[config.mk]
export PLATFORM = sky130hd
export DESIGN_NAME = mul_seq_top
export DESIGN_NICKNAME = d
export VERILOG_FILES = /design/src/rtl/mul_seq_pkg.sv /design/src/rtl/mul_seq_ctrl.sv /design/src/rtl/mul_seq_datapath.sv /design/src/rtl/mul_seq_top.sv
export SDC_FILE = /design/constraint.sdc
export NUM_CORES = 1
export LEC_CHECK = 0
export ABC_AREA = 1
export BUFFER_PORTS_ARGS = -buffer_cell sky130_fd_sc_hd__buf_2
export CAP_MARGIN = 10
export CORE_MARGIN = 3
export CORE_UTILIZATION = 40
export DETAILED_ROUTE_END_ITERATION = 10
export PLACE_DENSITY = 0.61
export SLEW_MARGIN = 5
export SYNTH_ARGS = -nofsm -noshare
export SYNTH_HDL_FRONTEND = slang
export SYNTH_HIERARCHICAL = 1
export SYNTH_SLANG_ARGS = --single-unit
[constraint.sdc]
create_clock -name clk -period 2.8 [get_ports clk]
set_input_delay 0.28 -clock clk [delete_from_list [all_inputs] [get_ports clk]]
set_output_delay 0.28 -clock clk [all_outputs]
set_load 0.05 [all_outputs]
[src/rtl/mul_seq_pkg.sv]
// Package: shared state indices and datapath control bundle for the
// sequential multiplier. Assumes the controller is one-hot.
package mul_seq_pkg;
    localparam int ST_IDLE  = 0;
    localparam int ST_LOAD  = 1;
    localparam int ST_TEST  = 2;
    localparam int ST_ADD   = 3;
    localparam int ST_CHECK = 4;
    localparam int ST_SHIFT = 5;
    localparam int ST_OUT   = 6;
    localparam int ST_COUNT = 7;

    typedef logic [ST_COUNT-1:0] onehot_t;

    typedef struct packed {
        logic load;     // capture operands, clear accumulator and counter
        logic test;     // bump iteration counter
        logic add;      // accumulator += multiplicand
        logic shift;    // shift accumulator and multiplier left
        logic capture;  // copy accumulator to product output
    } dp_ctrl_t;
endpackage

[src/rtl/mul_seq_ctrl.sv]
// Controller: one flip-flop per state, next value is the OR of incoming arcs.
// Assumes synchronous active-low reset; start only honoured in idle.
module mul_seq_ctrl
    import mul_seq_pkg::*;
(
    input  logic     clk,
    input  logic     rst_n,
    input  logic     start_i,
    input  logic     bit_msb_i,
    input  logic     iter_top_i,
    output dp_ctrl_t ctl_o,
    output logic     done_o
);
    onehot_t st_q;
    onehot_t st_d;
    logic    done_q;

    // Next-state logic: each flip-flop collects its inward transitions.
    always_comb begin
        st_d           = '0;
        st_d[ST_IDLE]  = (st_q[ST_IDLE] & ~start_i) | st_q[ST_OUT];
        st_d[ST_LOAD]  = st_q[ST_IDLE] & start_i;
        st_d[ST_TEST]  = st_q[ST_LOAD] | st_q[ST_SHIFT];
        st_d[ST_ADD]   = st_q[ST_TEST] & bit_msb_i;
        st_d[ST_CHECK] = (st_q[ST_TEST] & ~bit_msb_i) | st_q[ST_ADD];
        st_d[ST_SHIFT] = st_q[ST_CHECK] & ~iter_top_i;
        st_d[ST_OUT]   = st_q[ST_CHECK] & iter_top_i;
    end

    // State register: reset sets only the idle flip-flop.
    always_ff @(posedge clk) begin
        if (!rst_n) st_q <= onehot_t'(1) << ST_IDLE;
        else        st_q <= st_d;
    end

    // Done flag: cleared on load, set on output.
    always_ff @(posedge clk) begin
        if (!rst_n)               done_q <= 1'b1;
        else if (st_q[ST_LOAD])   done_q <= 1'b0;
        else if (st_q[ST_OUT])    done_q <= 1'b1;
    end

    // Control strobes decoded from single state bits.
    always_comb begin
        ctl_o.load    = st_q[ST_LOAD];
        ctl_o.test    = st_q[ST_TEST];
        ctl_o.add     = st_q[ST_ADD];
        ctl_o.shift   = st_q[ST_SHIFT];
        ctl_o.capture = st_q[ST_OUT];
    end

    assign done_o = done_q;

    AST_ONE_HOT_STATE: assert property (@(posedge clk) disable iff (!rst_n)
        $countones(st_q) == 1);
    AST_IDLE_STAYS: assert property (@(posedge clk) disable iff (!rst_n)
        (st_q[ST_IDLE] && !start_i) |=> (st_q[ST_IDLE] && done_o));
    AST_DONE_DROPS: assert property (@(posedge clk) disable iff (!rst_n)
        st_q[ST_LOAD] |=> !done_o);
    AST_BUSY_NO_RELOAD: assert property (@(posedge clk) disable iff (!rst_n)
        !st_q[ST_IDLE] |=> !st_q[ST_LOAD]);
endmodule

[src/rtl/mul_seq_datapath.sv]
// Datapath: multiplicand register, left-shifting multiplier register,
// left-shifting double-width accumulator, iteration counter, product register.
// Assumes W is a power of two so the counter's top bit marks W iterations.
module mul_seq_datapath
    import mul_seq_pkg::*;
#(
    parameter int W = 16
) (
    input  logic           clk,
    input  logic           rst_n,
    input  dp_ctrl_t       ctl_i,
    input  logic [W-1:0]   x_i,
    input  logic [W-1:0]   y_i,
    output logic           bit_msb_o,
    output logic           iter_top_o,
    output logic [2*W-1:0] z_o
);
    localparam int PW    = 2 * W;
    localparam int CNT_W = $clog2(W) + 1;

    logic [W-1:0]     a_q;
    logic [W-1:0]     b_q;
    logic [PW-1:0]    m_q;
    logic [PW-1:0]    m_sel;
    logic [W-1:0]     b_sel;
    logic [CNT_W-1:0] cnt_q;
    logic [PW-1:0]    z_q;

    // Two-way selectors feeding the accumulator and multiplier registers.
    assign m_sel = ctl_i.add  ? (m_q + {{W{1'b0}}, a_q}) : {m_q[PW-2:0], 1'b0};
    assign b_sel = ctl_i.load ? y_i : {b_q[W-2:0], 1'b0};

    // Multiplicand register: loaded once per operation.
    always_ff @(posedge clk) begin
        if (!rst_n)          a_q <= '0;
        else if (ctl_i.load) a_q <= x_i;
    end

    // Multiplier register: load or shift left.
    always_ff @(posedge clk) begin
        if (!rst_n)                         b_q <= '0;
        else if (ctl_i.load || ctl_i.shift) b_q <= b_sel;
    end

    // Accumulator: clear, add or shift left.
    always_ff @(posedge clk) begin
        if (!rst_n)                        m_q <= '0;
        else if (ctl_i.load)               m_q <= '0;
        else if (ctl_i.add || ctl_i.shift) m_q <= m_sel;
    end

    // Iteration counter: clear on load, count each bit test.
    always_ff @(posedge clk) begin
        if (!rst_n)          cnt_q <= '0;
        else if (ctl_i.load) cnt_q <= '0;
        else if (ctl_i.test) cnt_q <= cnt_q + CNT_W'(1);
    end

    // Product register: holds until the next completion.
    always_ff @(posedge clk) begin
        if (!rst_n)             z_q <= '0;
        else if (ctl_i.capture) z_q <= m_q;
    end

    assign bit_msb_o  = b_q[W-1];
    assign iter_top_o = cnt_q[CNT_W-1];
    assign z_o        = z_q;

    AST_ADD_ON_SET_BIT: assert property (@(posedge clk) disable iff (!rst_n)
        ctl_i.add |-> b_q[W-1]);
    AST_ITER_BOUND: assert property (@(posedge clk) disable iff (!rst_n)
        cnt_q <= CNT_W'(W));
    AST_PRODUCT_HOLD: assert property (@(posedge clk) disable iff (!rst_n)
        !ctl_i.capture |=> $stable(z_q));
    AST_ADD_NO_CARRY_LOSS: assert property (@(posedge clk) disable iff (!rst_n)
        ctl_i.add |=> (m_q >= {{W{1'b0}}, a_q}));
endmodule

[src/rtl/mul_seq_top.sv]
// Top: 16x16 unsigned sequential multiplier, MSB-first shift-add.
// Assumes caller waits for done_o high before a new start.
module mul_seq_top
    import mul_seq_pkg::*;
#(
    parameter int W = 16
) (
    input  logic           clk,
    input  logic           rst_n,
    input  logic           start_i,
    input  logic [W-1:0]   multiplicand_i,
    input  logic [W-1:0]   multiplier_i,
    output logic [2*W-1:0] product_o,
    output logic           done_o
);
    dp_ctrl_t ctl;
    logic     bit_msb;
    logic     iter_top;

    mul_seq_ctrl u_ctrl (
        .clk        (clk),
        .rst_n      (rst_n),
        .start_i    (start_i),
        .bit_msb_i  (bit_msb),
        .iter_top_i (iter_top),
        .ctl_o      (ctl),
        .done_o     (done_o)
    );

    mul_seq_datapath #(.W(W)) u_dp (
        .clk        (clk),
        .rst_n      (rst_n),
        .ctl_i      (ctl),
        .x_i        (multiplicand_i),
        .y_i        (multiplier_i),
        .bit_msb_o  (bit_msb),
        .iter_top_o (iter_top),
        .z_o        (product_o)
    );

    AST_PRODUCT_ONLY_WITH_DONE: assert property (@(posedge clk) disable iff (!rst_n)
        !$stable(product_o) |-> $rose(done_o));
endmodule

======== Word-level counts from Yosys, hierarchy flattened ========
Cells that the tools add are included.
cells by class
  $add $sub $neg .......................... 2
  multiplexer cells ....................... 4
  bitwise gates (word level) .............. 13
  reduce and logical (&&, ||, !) cells .... 4
operator list
  kind                                                           number
  32-bit by 16-bit adder with 32-bit output                      1
  32-bit 2-to-1 mux                                              1
  16-bit 2-to-1 mux                                              1
  1-bit AND                                                      6
  5-bit by 1-bit adder with 5-bit output, second input constant  1
  1-bit inverter                                                 4
  1-bit OR                                                       3
  1-bit logical OR                                               2
  1-bit 2-to-1 mux                                               2
  2-bit nonzero test                                             1
  2-bit OR reduction                                             1
storage, ports and cells
  register bits ........................... 109
  input bits .............................. 35
  output and inout bits ................... 33
  logic and storage cells ................. 30

======== Depth between registers and ports, before layout ========
  depth after elaboration ................. 3
  gate-level depth with buffers ........... 14
  depth with buffers taken out ............ 14

======== Modules after synthesis ========
Netlist, hierarchy kept.
by module, submodules not included
  module            instances  cells an instance  area an instance (µm²)  seq. area each (µm²)
  mul_seq_datapath  1          864                5516.5                  2021.9
  mul_seq_ctrl      1          33                 282.8                   160.2

======== Least setup slack after synthesis ========
No wires, ideal clock.
  kind .................................... reg2reg
  start point ............................. register u_dp.m_q[0]
  end point ............................... register u_dp.m_q[28]
  setup time .............................. 0.134 ns
  arrival ................................. 1.659 ns
  required time ........................... 2.666 ns
  setup slack ............................. 1.007 ns
  cell stages (with the launch flop) ...... 14
  path buffers ............................ 0
  clock period less this slack ............ 1.793 ns
  cell sequence ........................... dfxtp_1 > ha_1 > fa_1 > nand2_1 > nand2_1 > and2_4 > nand3_1 > nand3_1 > nand2_1 > nand2_1 > nand2_1 > nand3_1 > nand2_1 > a21oi_1
on the way
  longest elaborated chain between the ends .. 2
ends and longest elaborated chain
  element                                    line                    RTL
  start: declaration                         mul_seq_datapath.sv:23  logic [PW-1:0] m_q;
  start signal: assignment                   mul_seq_datapath.sv:49  else if (ctl_i.add || ctl_i.shift) m_q <= m_sel;
  32-bit by 16-bit adder with 32-bit output  mul_seq_datapath.sv:30  assign m_sel = ctl_i.add ? (m_q + {{W{1'b0}}, a_q}) : {m_q[PW-2:0], 1'b0};
  32-bit 2-to-1 mux                          mul_seq_datapath.sv:30
Every way passes these cells.
A chain may end at the register's enable or synchronous reset.

======== Worst setup path in the final report ========
Ends and elaborated chain as after synthesis.

==> summary by stage <==
Logic synthesis
dfxtp_1 takes more of the synthesized area than any other cell. Ranked by total cell area, the synthesized netlist is headed by dfxtp_1, nand2_1, o21ai_0, nor2_1, inv_1. The number of synthesis warnings is 6. The mean area per synthesized cell is 6.465 µm². The gate count after technology mapping is 897. The share of synthesized area in the top cell type comes to 37.63%.

The synthesized flop and latch total is 109. The sequential share of the synthesized area is 37.63%. The number of distinct library cell variants in the gate-level netlist after synthesis is 36. The most used flip-flop cell after synthesis is dfxtp_1.

Counting every net in the synthesized netlist gives 950. The synthesized cell area is 0.005799 mm². After synthesis, the share of flip-flops with an asynchronous set or reset is 0%. The count of flip-flops with a built-in enable after synthesis is 0.

Layout
The final layout contains 999 nets. The core utilization of the finished layout is 46.78%. The most common library cell in the layout ignoring fill and taps is nand2_1. Leaving out fill and tap cells, the most frequent cells in the layout are nand2_1, nor2_1, dfxtp_1. The post-layout instance count excluding filler cells is 1,131.

The area growth from synthesis to layout is 13.27%. The number of antenna diodes in the final layout is 0. The finished cells cover 0.006569 mm². The share of post-route cells with drive strength above 1 is 11.88%.

Global routing
The number of antenna violations at the first check in global routing was 0. The remaining global-route overflow is 0. Global routing used 4.000% of the available met3 tracks. The first-pass GRT wire length is 26.23 mm. Global routing consumed, on the met2 layer, 28.77% of the routing resources. The maximum number of pins on one net before global-route repair is 65.

The global-route usage over all layers is 19.99%. The global routing stage identified its most utilized layer as met1. The met1 layer usage reported by global route is 29.73%. The via count of the first global-routing pass is 5,283.

Pwr
The static leakage is 3.193 nW. After layout, the design draws a total of 3.141 mW. IR analysis of the VDD net gives a maximum drop of 0.0002928 V.

In this run the power density over the cells is 478.2 mW/mm².

Setup path
Among all stages on the critical path, the largest delay is contributed by fa_1. The worst register-to-register path ends at u_dp/m_q[28]$_SDFFE_PP0P_. The worst register-to-register path has a depth of 13. The source of the critical timing path is u_dp/m_q[0]$_SDFFE_PP0P_. The sort of element at the start of the critical path is a flip-flop. Data on the critical path arrives at its endpoint at 2.31 ns.

The end point of the critical path is u_dp/m_q[28]$_SDFFE_PP0P_. The largest fanout on the critical path is 4. The capturing element type of the critical path is a flip-flop. The required time at the worst-slack endpoint is 3.03 ns. The start of the worst register-to-register path is u_dp/m_q[0]$_SDFFE_PP0P_. The register-to-register setup slack is 0.71 ns. Walking the worst path, the cells encountered are ha_1, fa_1, nand2_1, nand2_1, and2_4, nand3_1, nand3_1, nand2_1, nand2_1, nand2_1, nand3_1, nand2_1, a21oi_1.

Counting stages on the worst path, the most repeated cell is nand2_1. The path length in cells of the critical path is 13. The largest incremental delay on the critical path is 0.41 ns. The critical path is of the reg2reg type. The critical path buffer and inverter count is 0. On the critical path the largest part of the delay comes from simple AND/OR/NAND/NOR gates.

CTS
The quantity of hold-fixing buffers added after cts is 0. After clock tree synthesis, the clock-pin slew on the worst setup and hold paths is 0.08 ns. The clock root buffer is clkbuf_16. Once the clock tree was built, the resizer swapped 0 gates to a different size.

The clock buffer count from CTS is 9. The level count of the clock H-tree is 3. The tree built by TritonCTS fans out to 109 sinks. For the worst-skew pair, the clock arrives at the later sink with an insertion delay of 0.36 ns. The clock passes through at most 2 buffers. TritonCTS built the clock tree. The number of setup buffers added after CTS is 0.

STA
The number of pins with negative max-slew slack in the final report is 0. Counting I/O delays and the setup requirement, the final critical path takes 2.088 ns. The number of endpoints with negative hold slack in the final report came to 0. In the final timing run, aggregate negative setup slack is 0 ns.

Setup repair after global routing left no endpoint under its margin. The share of the clock period used by the worst path after layout is 74.57%. The setup-violating endpoint count in the final report is 0. Timing would allow up to 479.0 MHz.

The post-route clock skew is 0.009194 ns. The headroom to the max-slew limit is 48.75%. The transition time at the pin with the least slew margin is 0.7659 ns.

Floorplanning
In this run the core area contains 43 standard-cell rows. The die extent in y is 126.4 µm. The effective utilization at floorplan is 41.30%. During I/O placement, the number of pins put on the boundary was 68. The floorplan step defined a die boundary enclosing 0.01598 mm². After floorplanning, the core was sized to cover 0.01404 mm². The overall die width is 126.4 µm.

Min path
The type of the tightest min-delay check is in2reg.

Routing
The routed wire length is 15.56 mm. For this run, the detailed router's first-pass iteration total came to 5. The count of antenna-violating nets left after detailed routing is 0. The detailed-route wire length per cell is 13.76 µm. The average via count per standard cell is 4.923.

The DRC marker count from the first detailed-route iteration is 360. The final routed DRC violation total is 0. Detailed routing inserted a total of 5,568 vias.

Placed design
In this run, placement finished with an instance count of 1,115. The total of buffers placed on input and output ports is 67. Summed over all nets, the half-perimeter wirelength after detailed placement is 11.41 mm.

After detailed placement, the total cell area comes to 0.006259 mm². The global placement routability congestion is 0.9252.

Flow run
The number of maximum-capacitance violations is 0.

Run status
The flow ran to the end, and the final reports show no timing, DRC or antenna violations.
==> worst min path at each step <==
stage	from	cells past startpoint	slack, ns	end
global route	start_i	2	0.12	u_ctrl/st_q[0]$_SDFF_PN1_
finish	start_i	2	0.10	u_ctrl/st_q[0]$_SDFF_PN1_
CTS	start_i	2	0.09	u_ctrl/st_q[0]$_SDFF_PN1_
detailed placement	u_ctrl/st_q[4]$_SDFF_PN0_	2	0.42	u_ctrl/st_q[5]$_SDFF_PN0_
global placement	u_ctrl/st_q[4]$_SDFF_PN0_	2	0.42	u_ctrl/st_q[5]$_SDFF_PN0_
floorplan	rst_n	1	0.36	u_ctrl/done_o$_SDFFE_PN1P_
==> Yosys cell counts (3+ instances only) <==
cell type / n
nand4_1: 3
buf_4: 5
nor3_1: 7
clkbuf_1: 24
dfxtp_1: 109
ha_1: 17
buf_1: 3
nand2_1: 264
inv_1: 103
buf_2: 6
a21oi_1: 58
nor3_2: 4
inv_2: 3
o21ai_0: 92
nand3_1: 43
o211ai_1: 3
nor2_1: 109
nor2_2: 5
o221ai_1: 4
xor2_1: 12
==> registers in the layout, summed over array words and instances (netlist names) <==
signal	flops
u_ctrl/st_q	7
u_dp/a_q	16
u_dp/cnt_q	5
u_ctrl/done_o	1
u_dp/b_q	16
u_dp/z_o	32
u_dp/m_q	32
==> layout make-up <==
class / instances / area, µm²
inverters: 106 / 397.9
repair buffers: 76 / 402.9
multi-input cells: 644 / 3050
fillers: 1445 / 7473
clock inverters: 6 / 71.32
clock buffers: 10 / 239.0
flip-flops and latches: 109 / 2182
well taps: 180 / 225.2
==> power breakdown <==
group / total [mW] / switching, mW / leakage (nW) / internal, mW
logic: 0.189 / 0.120 / 2.16 / 0.0690
registers: 1.61 / 0.0241 / 0.883 / 1.58
clock network: 1.35 / 0.620 / 0.151 / 0.727
total: 3.14 / 0.764 / 3.19 / 2.38
==> stage by stage <==
step | setup slack, ns | hold WS (ns)
global route | 0.4555 | 0.1213
finish | 0.7121 | 0.1037
CTS | 0.7207 | 0.08821
floorplan | 1.007 | 0.3562
global placement | 0.7767 | 0.4154
detailed placement | 0.7430 | 0.4188
==> routing by layer <==
layer | vias up | wire length (µm)
li1 | 2947 | -
met1 | 2450 | 8132
met2 | 150 | 6288
met3 | 21 | 879
met4 | 0 | 262
met5 | - | 0
==> logic make-up (layout without fill, tap and decap cells) <==
kind of cell / count (synthesis) / after routing / share of synthesized area [%]
adder cells (fa/ha/maj): 18 / 18 / 4.013
AND/OR/NAND/NOR: 444 / 444 / 31.07
buffers and inverters: 144 / 198 / 9.774
AO/OA/AOI/OAI: 169 / 169 / 15.56
XOR/XNOR: 13 / 13 / 1.963
flip-flops: 109 / 109 / 37.63
(Power assumes the default switching activity.)
